### src/rtl/slpt_pkg.sv
package slpt_pkg;

  localparam int ENTRY_W     = 64;
  localparam int PAGE_SHIFT  = 12;
  localparam int IDX_W       = 9;
  localparam int LVL_W       = 3;
  localparam int PERM_W      = 2;
  localparam int PS_BIT      = 7;
  localparam int RSVD_HI_LSB = 52;
  localparam int SHIFT_W     = 6;

  typedef enum logic [3:0] {
    FC_NONE        = 4'd0,
    FC_ROOT_READ   = 4'd1,
    FC_ENTRY_READ  = 4'd2,
    FC_NOT_PRESENT = 4'd3,
    FC_READ_DENY   = 4'd4,
    FC_WRITE_DENY  = 4'd5,
    FC_RESERVED    = 4'd6,
    FC_BAD_LARGE   = 4'd7,
    FC_BAD_LEVELS  = 4'd8
  } faultCodeT;

  typedef struct packed {
    logic load;
    logic descend;
    logic finishWalk;
    logic finishBadLevels;
  } walkStrobeT;

  // Bits that must be zero in an entry fetched at a given level.
  function automatic logic [ENTRY_W-1:0] rsvdMask(input logic [LVL_W-1:0] lvl);
    logic [ENTRY_W-1:0] m;
    m = '0;
    m[ENTRY_W-1:RSVD_HI_LSB] = '1;
    if (lvl == 3'd0 || lvl >= 3'd3) m[PS_BIT] = 1'b1;
    return m;
  endfunction

endpackage

### src/rtl/slpt_ctrl.sv
module slpt_ctrl
  import slpt_pkg::*;
#(
  parameter int MAX_LEVELS = 5
) (
  input  logic             clk,
  input  logic             rstN,
  input  logic             reqValid,
  input  logic [LVL_W-1:0] reqLevels,
  input  logic             resultPending,
  output logic             reqReady,
  output logic             memReqValid,
  input  logic             memReqReady,
  input  logic             memRspValid,
  input  logic             walkEnds,
  output walkStrobeT       strobe
);

  typedef enum logic [1:0] {ST_IDLE, ST_ISSUE, ST_WAIT} stateT;

  stateT state, stateNext;
  logic  badLevels;

  assign badLevels   = (reqLevels == '0) || (int'(reqLevels) > MAX_LEVELS);
  assign reqReady    = (state == ST_IDLE) && !resultPending;
  assign memReqValid = (state == ST_ISSUE);

  always_comb begin
    strobe    = '0;
    stateNext = state;
    unique case (state)
      ST_IDLE: begin
        if (reqValid && reqReady) begin
          if (badLevels) begin
            strobe.finishBadLevels = 1'b1;
          end else begin
            strobe.load = 1'b1;
            stateNext   = ST_ISSUE;
          end
        end
      end
      ST_ISSUE: begin
        if (memReqReady) stateNext = ST_WAIT;
      end
      ST_WAIT: begin
        if (memRspValid) begin
          if (walkEnds) begin
            strobe.finishWalk = 1'b1;
            stateNext         = ST_IDLE;
          end else begin
            strobe.descend = 1'b1;
            stateNext      = ST_ISSUE;
          end
        end
      end
      default: stateNext = ST_IDLE;
    endcase
  end

  always_ff @(posedge clk) begin
    if (!rstN) state <= ST_IDLE;
    else       state <= stateNext;
  end

  // a read handed to memory is not followed by another one until its response
  assert_one_outstanding_R10: assert property (@(posedge clk) disable iff (!rstN)
    (memReqValid && memReqReady) |=> !memReqValid);

  // a request is never taken while a walk is in progress
  assert_busy_not_ready_R11: assert property (@(posedge clk) disable iff (!rstN)
    (memReqValid || (state == ST_WAIT)) |-> !reqReady);

endmodule

### src/rtl/slpt_datapath.sv
module slpt_datapath
  import slpt_pkg::*;
#(
  parameter int LARGE_LVLS = 2
) (
  input  logic                  clk,
  input  logic                  rstN,
  input  walkStrobeT            strobe,
  input  logic [ENTRY_W-1:0]    reqAddr,
  input  logic [PERM_W-1:0]     reqPerm,
  input  logic [ENTRY_W-1:0]    reqRoot,
  input  logic [LVL_W-1:0]      reqLevels,
  input  logic [PERM_W-1:0]     permMask,
  input  logic [LARGE_LVLS-1:0] capLargePage,
  input  logic [ENTRY_W-1:0]    memRspData,
  input  logic                  memRspErr,
  output logic [ENTRY_W-1:0]    memReqAddr,
  output logic                  walkEnds,
  output logic                  done,
  output logic                  fault,
  output logic [3:0]            faultCode,
  output logic [ENTRY_W-1:0]    pageBase,
  output logic [SHIFT_W-1:0]    pageShift,
  output logic [PERM_W-1:0]     pagePerm
);

  localparam int ENTRY_BYTES_LOG = 3;

  logic [ENTRY_W-1:0] vaReg, rootReg, tblBase;
  logic [PERM_W-1:0]  permReg;
  logic [LVL_W-1:0]   lvl;

  logic [SHIFT_W-1:0] lvlShift;
  logic [IDX_W-1:0]   entryIdx;
  logic [ENTRY_W-1:0] entryAddr;
  logic [PERM_W-1:0]  entPerm, wantPerm;
  logic               capOk;

  faultCodeT          vCode;
  logic [ENTRY_W-1:0] vBase;
  logic [SHIFT_W-1:0] vShift;

  assign lvlShift  = SHIFT_W'(PAGE_SHIFT) + SHIFT_W'(IDX_W) * SHIFT_W'(lvl);
  assign entryIdx  = IDX_W'(vaReg >> lvlShift);
  assign entryAddr = {tblBase[ENTRY_W-1:PAGE_SHIFT], PAGE_SHIFT'(0)}
                   | (ENTRY_W'(entryIdx) << ENTRY_BYTES_LOG);
  assign memReqAddr = entryAddr;

  assign entPerm  = memRspData[PERM_W-1:0] & permMask;
  assign wantPerm = permReg & permMask;

  // Capability lookup for the levels that may hold a large page.
  always_comb begin
    capOk = 1'b0;
    for (int k = 1; k <= LARGE_LVLS; k++) begin
      if (int'(lvl) == k) capOk = capLargePage[k-1];
    end
  end

  // Verdict on the entry that arrives in this cycle, in fixed priority order.
  always_comb begin
    vCode    = FC_NONE;
    vBase    = '0;
    vShift   = '0;
    walkEnds = 1'b0;
    if (memRspErr) begin
      walkEnds = 1'b1;
      vCode    = (entryAddr[ENTRY_W-1:PAGE_SHIFT] == rootReg[ENTRY_W-1:PAGE_SHIFT])
               ? FC_ROOT_READ : FC_ENTRY_READ;
    end else if ((entPerm & wantPerm) != wantPerm) begin
      walkEnds = 1'b1;
      if (entPerm == '0)                vCode = FC_NOT_PRESENT;
      else if (permReg[0] != entPerm[0]) vCode = FC_READ_DENY;
      else                               vCode = FC_WRITE_DENY;
    end else if ((memRspData & rsvdMask(lvl)) != '0) begin
      walkEnds = 1'b1;
      vCode    = FC_RESERVED;
    end else if (memRspData[PS_BIT] && (lvl != '0)) begin
      walkEnds = 1'b1;
      if (capOk) begin
        vShift = lvlShift;
        vBase  = memRspData & ~((ENTRY_W'(1) << lvlShift) - ENTRY_W'(1));
      end else begin
        vCode = FC_BAD_LARGE;
      end
    end else if (lvl == '0) begin
      walkEnds = 1'b1;
      vShift   = SHIFT_W'(PAGE_SHIFT);
      vBase    = {memRspData[ENTRY_W-1:PAGE_SHIFT], PAGE_SHIFT'(0)};
    end
  end

  // Walk state.
  always_ff @(posedge clk) begin
    if (!rstN) begin
      vaReg   <= '0;
      rootReg <= '0;
      tblBase <= '0;
      permReg <= '0;
      lvl     <= '0;
    end else if (strobe.load) begin
      vaReg   <= reqAddr;
      rootReg <= reqRoot;
      tblBase <= reqRoot;
      permReg <= reqPerm;
      lvl     <= reqLevels - LVL_W'(1);
    end else if (strobe.descend) begin
      tblBase <= memRspData;
      lvl     <= lvl - LVL_W'(1);
    end
  end

  // Result registers.
  always_ff @(posedge clk) begin
    if (!rstN) begin
      done      <= 1'b0;
      fault     <= 1'b0;
      faultCode <= FC_NONE;
      pageBase  <= '0;
      pageShift <= '0;
      pagePerm  <= '0;
    end else begin
      done <= strobe.finishWalk || strobe.finishBadLevels;
      if (strobe.finishBadLevels) begin
        fault     <= 1'b1;
        faultCode <= FC_BAD_LEVELS;
        pageBase  <= '0;
        pageShift <= '0;
        pagePerm  <= '0;
      end else if (strobe.finishWalk) begin
        fault     <= (vCode != FC_NONE);
        faultCode <= vCode;
        pageBase  <= vBase;
        pageShift <= vShift;
        pagePerm  <= (vCode == FC_NONE) ? entPerm : '0;
      end
    end
  end

  // a successful result is a 4 KiB, 2 MiB or 1 GiB page
  assert_shift_legal_R7: assert property (@(posedge clk) disable iff (!rstN)
    (done && !fault) |-> (pageShift == 6'd12 || pageShift == 6'd21 || pageShift == 6'd30));

  // the fault flag agrees with the code
  assert_fault_code_R11: assert property (@(posedge clk) disable iff (!rstN)
    done |-> (fault == (faultCode != 4'd0)));

  // a successful page base has no bits below its shift
  assert_base_aligned_R8: assert property (@(posedge clk) disable iff (!rstN)
    (done && !fault) |-> (pageBase[11:0] == 12'd0));

endmodule

### src/rtl/slpt_walker.sv
module slpt_walker
  import slpt_pkg::*;
#(
  parameter int MAX_LEVELS = 5,
  parameter int LARGE_LVLS = 2
) (
  input  logic                  clk,
  input  logic                  rstN,
  input  logic                  reqValid,
  output logic                  reqReady,
  input  logic [63:0]           reqAddr,
  input  logic [1:0]            reqPerm,
  input  logic [63:0]           reqRoot,
  input  logic [2:0]            reqLevels,
  input  logic [1:0]            permMask,
  input  logic [LARGE_LVLS-1:0] capLargePage,
  output logic                  memReqValid,
  input  logic                  memReqReady,
  output logic [63:0]           memReqAddr,
  input  logic                  memRspValid,
  input  logic [63:0]           memRspData,
  input  logic                  memRspErr,
  output logic                  done,
  output logic                  fault,
  output logic [3:0]            faultCode,
  output logic [63:0]           pageBase,
  output logic [5:0]            pageShift,
  output logic [1:0]            pagePerm
);

  walkStrobeT strobe;
  logic       walkEnds;

  slpt_ctrl #(.MAX_LEVELS(MAX_LEVELS)) u_ctrl (
    .clk           (clk),
    .rstN          (rstN),
    .reqValid      (reqValid),
    .reqLevels     (reqLevels),
    .resultPending (done),
    .reqReady      (reqReady),
    .memReqValid   (memReqValid),
    .memReqReady   (memReqReady),
    .memRspValid   (memRspValid),
    .walkEnds      (walkEnds),
    .strobe        (strobe)
  );

  slpt_datapath #(.LARGE_LVLS(LARGE_LVLS)) u_dp (
    .clk          (clk),
    .rstN         (rstN),
    .strobe       (strobe),
    .reqAddr      (reqAddr),
    .reqPerm      (reqPerm),
    .reqRoot      (reqRoot),
    .reqLevels    (reqLevels),
    .permMask     (permMask),
    .capLargePage (capLargePage),
    .memRspData   (memRspData),
    .memRspErr    (memRspErr),
    .memReqAddr   (memReqAddr),
    .walkEnds     (walkEnds),
    .done         (done),
    .fault        (fault),
    .faultCode    (faultCode),
    .pageBase     (pageBase),
    .pageShift    (pageShift),
    .pagePerm     (pagePerm)
  );

  // a pending read holds its address until memory takes it
  assert_req_hold_R10: assert property (@(posedge clk) disable iff (!rstN)
    (memReqValid && !memReqReady) |=> (memReqValid && $stable(memReqAddr)));

  // an unusable level count completes at once with code 8
  assert_bad_levels_R9: assert property (@(posedge clk) disable iff (!rstN)
    (reqValid && reqReady && (reqLevels == 3'd0 || reqLevels > 3'd5))
      |=> (done && fault && faultCode == 4'd8 && !memReqValid));

  // the result strobe lasts one cycle and blocks new requests
  assert_done_pulse_R11: assert property (@(posedge clk) disable iff (!rstN)
    done |-> (!reqReady ##1 !done));

endmodule

### config.mk
export PLATFORM = sky130hd
export DESIGN_NAME = slpt_walker
export DESIGN_NICKNAME = d
export VERILOG_FILES = /design/src/rtl/slpt_pkg.sv /design/src/rtl/slpt_ctrl.sv /design/src/rtl/slpt_datapath.sv /design/src/rtl/slpt_walker.sv
export SDC_FILE = /design/constraint.sdc
export NUM_CORES = 1
export LEC_CHECK = 0
export ABC_AREA = 1
export BUFFER_PORTS_ARGS = -buffer_cell sky130_fd_sc_hd__buf_2
export CAP_MARGIN = 20
export CORE_ASPECT_RATIO = 0.6
export CORE_MARGIN = 2
export CORE_UTILIZATION = 40
export CTS_CLUSTER_DIAMETER = 120
export DETAILED_ROUTE_END_ITERATION = 7
export PLACE_DENSITY_LB_ADDON = 0.12
export SLEW_MARGIN = 20
export SYNTH_ARGS = -nofsm -noshare
export SYNTH_HDL_FRONTEND = slang
export SYNTH_SLANG_ARGS = --single-unit
### constraint.sdc
create_clock -name clk -period 3.9 [get_ports clk]
set_input_delay 0.585 -clock clk [delete_from_list [all_inputs] [get_ports clk]]
set_output_delay 0.585 -clock clk [all_outputs]
set_load 0.03 [all_outputs]
# ---- Yosys cells after proc, flatten, opt, wreduce, memory -nomap -nowiden
# Cells that the tools add are included.
dict set report totals {
  memories 0
  wordCells 115
  reg_bits 277
  ram_bits 0
  romBits 0
  inputBits 207
  latch_bits 0
}
dict set report op_classes {
  addsub 4
  bitwise 8
  n_eq_ne 11
  mul 1
  magnitude_cmp 2
  div_mod_pow 0
  shifts 2
  mux 55
  reduce_logical 19
}
# cell n
set op_table {}
lappend op_table {{64-bit 2-to-1 mux} 8}
lappend op_table {{64-bit AND} 2}
lappend op_table {{64-bit NOT} 1}
lappend op_table {{64-bit by 12-bit bitwise OR with 64-bit output} 1}
lappend op_table {{64-bit nonzero test} 1}
lappend op_table {{1-bit by 6-bit << shifter with 64-bit output (first input constant)} 1}
lappend op_table {{64-bit by 6-bit >> shifter with 9-bit output} 1}
lappend op_table {{64-bit by 1-bit subtractor with 64-bit output (second input constant)} 1}
lappend op_table {{52-bit == test} 1}
lappend op_table {{4-bit 2-to-1 mux} 8}
lappend op_table {{6-bit 2-to-1 mux} 5}
lappend op_table {{1-bit 2-to-1 mux} 22}
lappend op_table {{2-bit 2-to-1 mux} 8}
lappend op_table {{3-bit 2-to-1 mux} 3}
lappend op_table {{4-bit by 6-bit adder with 6-bit output (first input constant)} 1}
lappend op_table {{2-bit AND} 3}
lappend op_table {{3-bit zero test} 2}
lappend op_table {{4-bit by 3-bit multiplier with 6-bit output (first input constant)} 1}
lappend op_table {{2-bit != test (second input constant)} 3}
lappend op_table {{2-bit case mux with 3 select lines} 1}
lappend op_table {{3-bit by 1-bit subtractor with 3-bit output (second input constant)} 2}
lappend op_table {{2-bit zero test} 2}
lappend op_table {{4-bit zero test} 1}
lappend op_table {{4-bit AND reduction} 1}
lappend op_table {{other kinds (17)} 22}

# ---- Depth between registers and ports, before layout
dict set report depth {
  word_depth 15
  ltp_mapped 25
}

# ---- Cells and area by module
# A second synthesis with hierarchy kept.
dict set report unflattened {
  cells_unflattened 2379
  hier_area_um2 14770.4
}
# module n_inst cells_per_inst area_each_um2 seq_area_each_um2
set modules_own_cells {}
lappend modules_own_cells {slpt_datapath 1 2349 14586.5 5024.8}
lappend modules_own_cells {slpt_ctrl 1 30 183.9 40.0}

# ---- Worst setup path before layout
# Ideal clock, no wire load.
dict set report synth_timing {
  path_type {register to output}
  start {register u_dp.lvl[0]}
  end {output port memReqAddr[8]}
  stages_incl_launch_ff 14
  t_required_ps 3315
  slack_ps 429
  arrival_time_ps 2886
  path_buffers 6
  path_cell_list {dfxtp_1 -> buf_4 -> inv_2 -> buf_2 -> buf_1 -> ha_1 -> inv_1 -> ha_1 -> buf_4 -> clkbuf_1 -> clkbuf_1 -> o21ai_0 -> nor3_1 -> o31ai_1}
}
dict set report synth_via {
  elab_chain_cells 4
}
# element line
set synth_lines {}
lappend synth_lines {{start: declaration} slpt_datapath.sv:31} ;# logic [LVL_W-1:0] lvl;
lappend synth_lines {{start signal: assignment} slpt_datapath.sv:106} ;# lvl <= reqLevels - LVL_W'(1);
lappend synth_lines {{start signal: assignment} slpt_datapath.sv:109} ;# lvl <= lvl - LVL_W'(1);
lappend synth_lines {{4-bit by 3-bit multiplier with 6-bit output} slpt_datapath.sv:43} ;# assign lvlShift = SHIFT_W'(PAGE_SHIFT) + SHIFT_W'(IDX_W) * SHIFT_W'(lvl);
lappend synth_lines {{4-bit by 6-bit adder with 6-bit output} slpt_datapath.sv:43}
lappend synth_lines {{64-bit by 6-bit >> shifter with 9-bit output} slpt_datapath.sv:44} ;# assign entryIdx = IDX_W'(vaReg >> lvlShift);
lappend synth_lines {{64-bit by 12-bit bitwise OR with 64-bit output} slpt_datapath.sv:46} ;# | (ENTRY_W'(entryIdx) << ENTRY_BYTES_LOG);
lappend synth_lines {{end: declaration} slpt_walker.sv:19} ;# output logic [63:0] memReqAddr,
# No other way between the ends.

# ---- Final worst setup path
dict set report layout_timing {
  start {register u_dp.lvl[2]}
  end {output port memReqAddr[5]}
}
# The elaborated chain is that of the path after synthesis.

==> key figures <==
Logic synthesis
  • Synth Register Bits: 253
  • Synth Area per Inst: 6.343 sq um
  • Gate Count Post-Synth: 2244
  • Yosys cell types: 55
  • Async S/R FF share, synth: 0
  • Post-synth EDFFs: 0
  • Yosys warning count: 0
  • Mapped Area: 14230 sq um
  • Synth Flop Type: dfxtp_1
  • Sequential fraction of the synthesis area: 0.3558

Timing
  • Setup TNS: 0 ps
  • Period utilisation layout: 0.9556
  • Max-slew violations: 0
  • Setup-violating endpoint count in the final report: 0
  • Fmax achieved: 0.2683 GHz
  • Relative slew margins: 0.4231
  • Worst-margin pin slew: 865.4 ps
  • Min Clock Period, post-route: 3727 ps
  • Final Hold Fails: 0
  • Worst Skew: 9.539 ps
  • RSZ-0062 raised after global routing: no

Placed design
  • Placed Area: 16120 sq um
  • Port bufs: 334
  • Placed Cells: 2938
  • HPWL after detailed placement: 45.32 mm
  • Routability cong.: 1.010

Clock tree
  • Clock Tree Buf Depth: 3
  • Reg clk slew, reported paths: 70 ps
  • Post-CTS setup buffer count: 0
  • Clk sinks: 253
  • Num CTS Buffers: 25
  • H-Tree Depth: 1
  • Clk_lat worst skew: 550 ps
  • Root buffer cell: clkbuf_16
  • CTS tree: built

Die
  • Site row count: 53
  • Placeable core region: 35010 sq um
  • Die width: 247.5 um
  • I/O pins: 351
  • Starting density of the core: 0.4065
  • Die area: 37160 sq um
  • Die H: 150.1 um

Worst setup path
  • Critical Path AT: 3140 ps
  • Required time of the worst setup path: 3310 ps
  • Worst setup EP type: output port
  • Startpoint Class: flip-flop
  • Critical path class: reg2out
  • Crit Path Max Fanout: 17

Route
  • DR pass1 iterations: 5
  • Final wirelength: 59.09 mm
  • Via density: 5.491
  • DRC: 0
  • DRT iter0 DRCs: 1961
  • Final ANT Viol Nets: 0
  • Via count: 16390
  • Routed length per instance: 19.80 um

Worst hold path
  • HP Class: in2reg

Layout
  • Area Growth Syn to Fin: 19.56%
  • Layout Utilization: 0.4860
  • Antenna cells: 0
  • Final #Nets: 2709
  • Fillers: 3691
  • Design area: 17020 sq um
  • Share of cells above drive strength 1: 0.1871
  • Cell Count, Final, Fillers Out: 2984

GRT
  • Met1 global-route usage: 0.5035
  • Initial antenna violation count: 0
  • Vias in the first global route: 14370
  • Global route hottest layer: met1
  • Tot GR Track Use: 0.3065
  • Met2 usage: 0.3972
  • Total gr overflow: 0
  • Global-route wire length before repair: 87.24 mm
  • GR met3 Demand/Resource: 0.07184
  • Largest net degree at the start of global routing: 70

Pwr
  • PwrDens: 486.9 nW/um^2
  • Peak supply drop: 299.6 uV
  • Leak: 0.008035 uW
  • Design Power: 8286 uW

Status
  • Run status: finished, final reports clean

Run
  • Max-cap violation count: 0
-- area by class of cell --
cell class / instances / area [sq um] / share of cell area
Clock inverter: 13 / 182.7 / 0.01073
Multi-Input combinational cell: 1737 / 8051 / 0.4731
Sequential cell: 253 / 5067 / 0.2978
Inverter: 112 / 429.2 / 0.02522
Tap cell: 467 / 584.3 / 0.03434
Clock buffer: 33 / 705.7 / 0.04147
Timing Repair Buffer: 369 / 1997 / 0.1173
-- synthesized netlist by cell type (27+ instances only) --
| cell type | n | area, sq um |
|---|---|---|
| nand2_1 | 699 | 2624 |
| nor2_1 | 279 | 1047 |
| dfxtp_1 | 253 | 5065 |
| o21ai_0 | 209 | 1046 |
| a21oi_1 | 152 | 760.7 |
| nand3_1 | 133 | 665.6 |
| inv_1 | 93 | 349.1 |
| clkbuf_1 | 77 | 289.0 |
| a31oi_1 | 42 | 262.8 |
| buf_2 | 36 | 180.2 |
| o22ai_1 | 31 | 193.9 |
| nand4_1 | 27 | 168.9 |
-- per-stage QoR --
stage / setup WS [ps] / hold slack [ps]
detailed placement: 559.3 / 427.6
CTS: 116.8 / 234.7
global placement: 647.5 / 423.6
finish: 173.2 / 253.5
floorplan: 429.3 / 440.2
global route: 35.81 / 251.8
-- report_power, final --
part	total, uW	switching, uW	leakage, uW	internal (uW)
logic	2760	1960	0.00554	794
clock network	2650	1100	0.000425	1540
registers	2880	137	0.00207	2750
-- timing repair --
item,CTS,global route
hold endpoints to repair,0,0
resized for setup,0,5
setup endpoints to repair,0,5
hold buffers,0,0
-- registers in the layout, indices dropped and copies added, names as in the netlist --
signal,flops
u_dp.pageBase,64
u_dp.vaReg,64
u_dp.rootReg,52
u_dp.tblBase,52
u_dp.pageShift,6
u_dp.faultCode,4
u_dp.lvl,3
u_ctrl.state,2
u_dp.pagePerm,2
u_dp.permReg,2
u_dp.done,1
u_dp.fault,1
-- metal layers --
layer  vias to the layer above  routed length [um]
met5                         -                   0
met4                         0                 632
met3                        41                6564
met2                       775               22110
met1                      7617               29780
li1                       7952                   -
-- final timing paths --
path | startpoint | end | slack, ps | depth (start not counted)
hold reg to reg | u_dp.pageBase[63] | u_dp.pageBase[63] | 440 | 2
setup reg to reg | u_dp.lvl[2] | u_dp.pageBase[30] | 500 | 17
setup / recovery | u_dp.lvl[2] | memReqAddr[5] | 170 | 10
hold / removal | reqAddr[34] | u_dp.vaReg[34] | 250 | 3
-- critical path, stage by stage, from the launching register on --
cell and delay (ps):
dfxtp_1 380, inv_4 110, ha_1 400, buf_4 220, nand2_2 90, buf_4 230
buf_4 220, o22ai_1 100, o311ai_0 480, nand2_1 130, buf_2 210
-- kinds of logic after synthesis --
| group | Yosys count | synth area share |
|---|---|---|
| AOI/OAI and AO/OA | 503 | 0.1959 |
| xor gates and xnor gates | 22 | 0.01354 |
| adders and majority gates | 4 | 0.003516 |
| buffers and inverters | 256 | 0.07990 |
| DFF | 253 | 0.3558 |
| muxes | 8 | 0.005626 |
| other | 1 | 0.0002635 |
| and+or+nand+nor | 1197 | 0.3455 |
-- placed cells by master, fill, tap and decap left out, types with 5 or more instances in the layout --
cell / n
a21oi_1: 152
a22o_1: 5
a22oi_1: 5
a31oi_1: 42
buf_12: 5
buf_2: 334
buf_4: 30
clkbuf_16: 25
clkbuf_8: 5
dfxtp_1: 251
inv_1: 92
inv_2: 16
mux2i_1: 8
nand2_1: 699
nand2_2: 8
nand3_1: 133
nand4_1: 27
nor2_1: 278
nor2_2: 11
nor2_4: 5
nor3_1: 10
nor4_1: 6
o211ai_1: 9
o21ai_0: 209
o21ai_1: 14
o221ai_1: 8
o22ai_1: 31
xnor2_1: 17
xor2_1: 5
No activity file was read; power rests on OpenSTA's default activity.
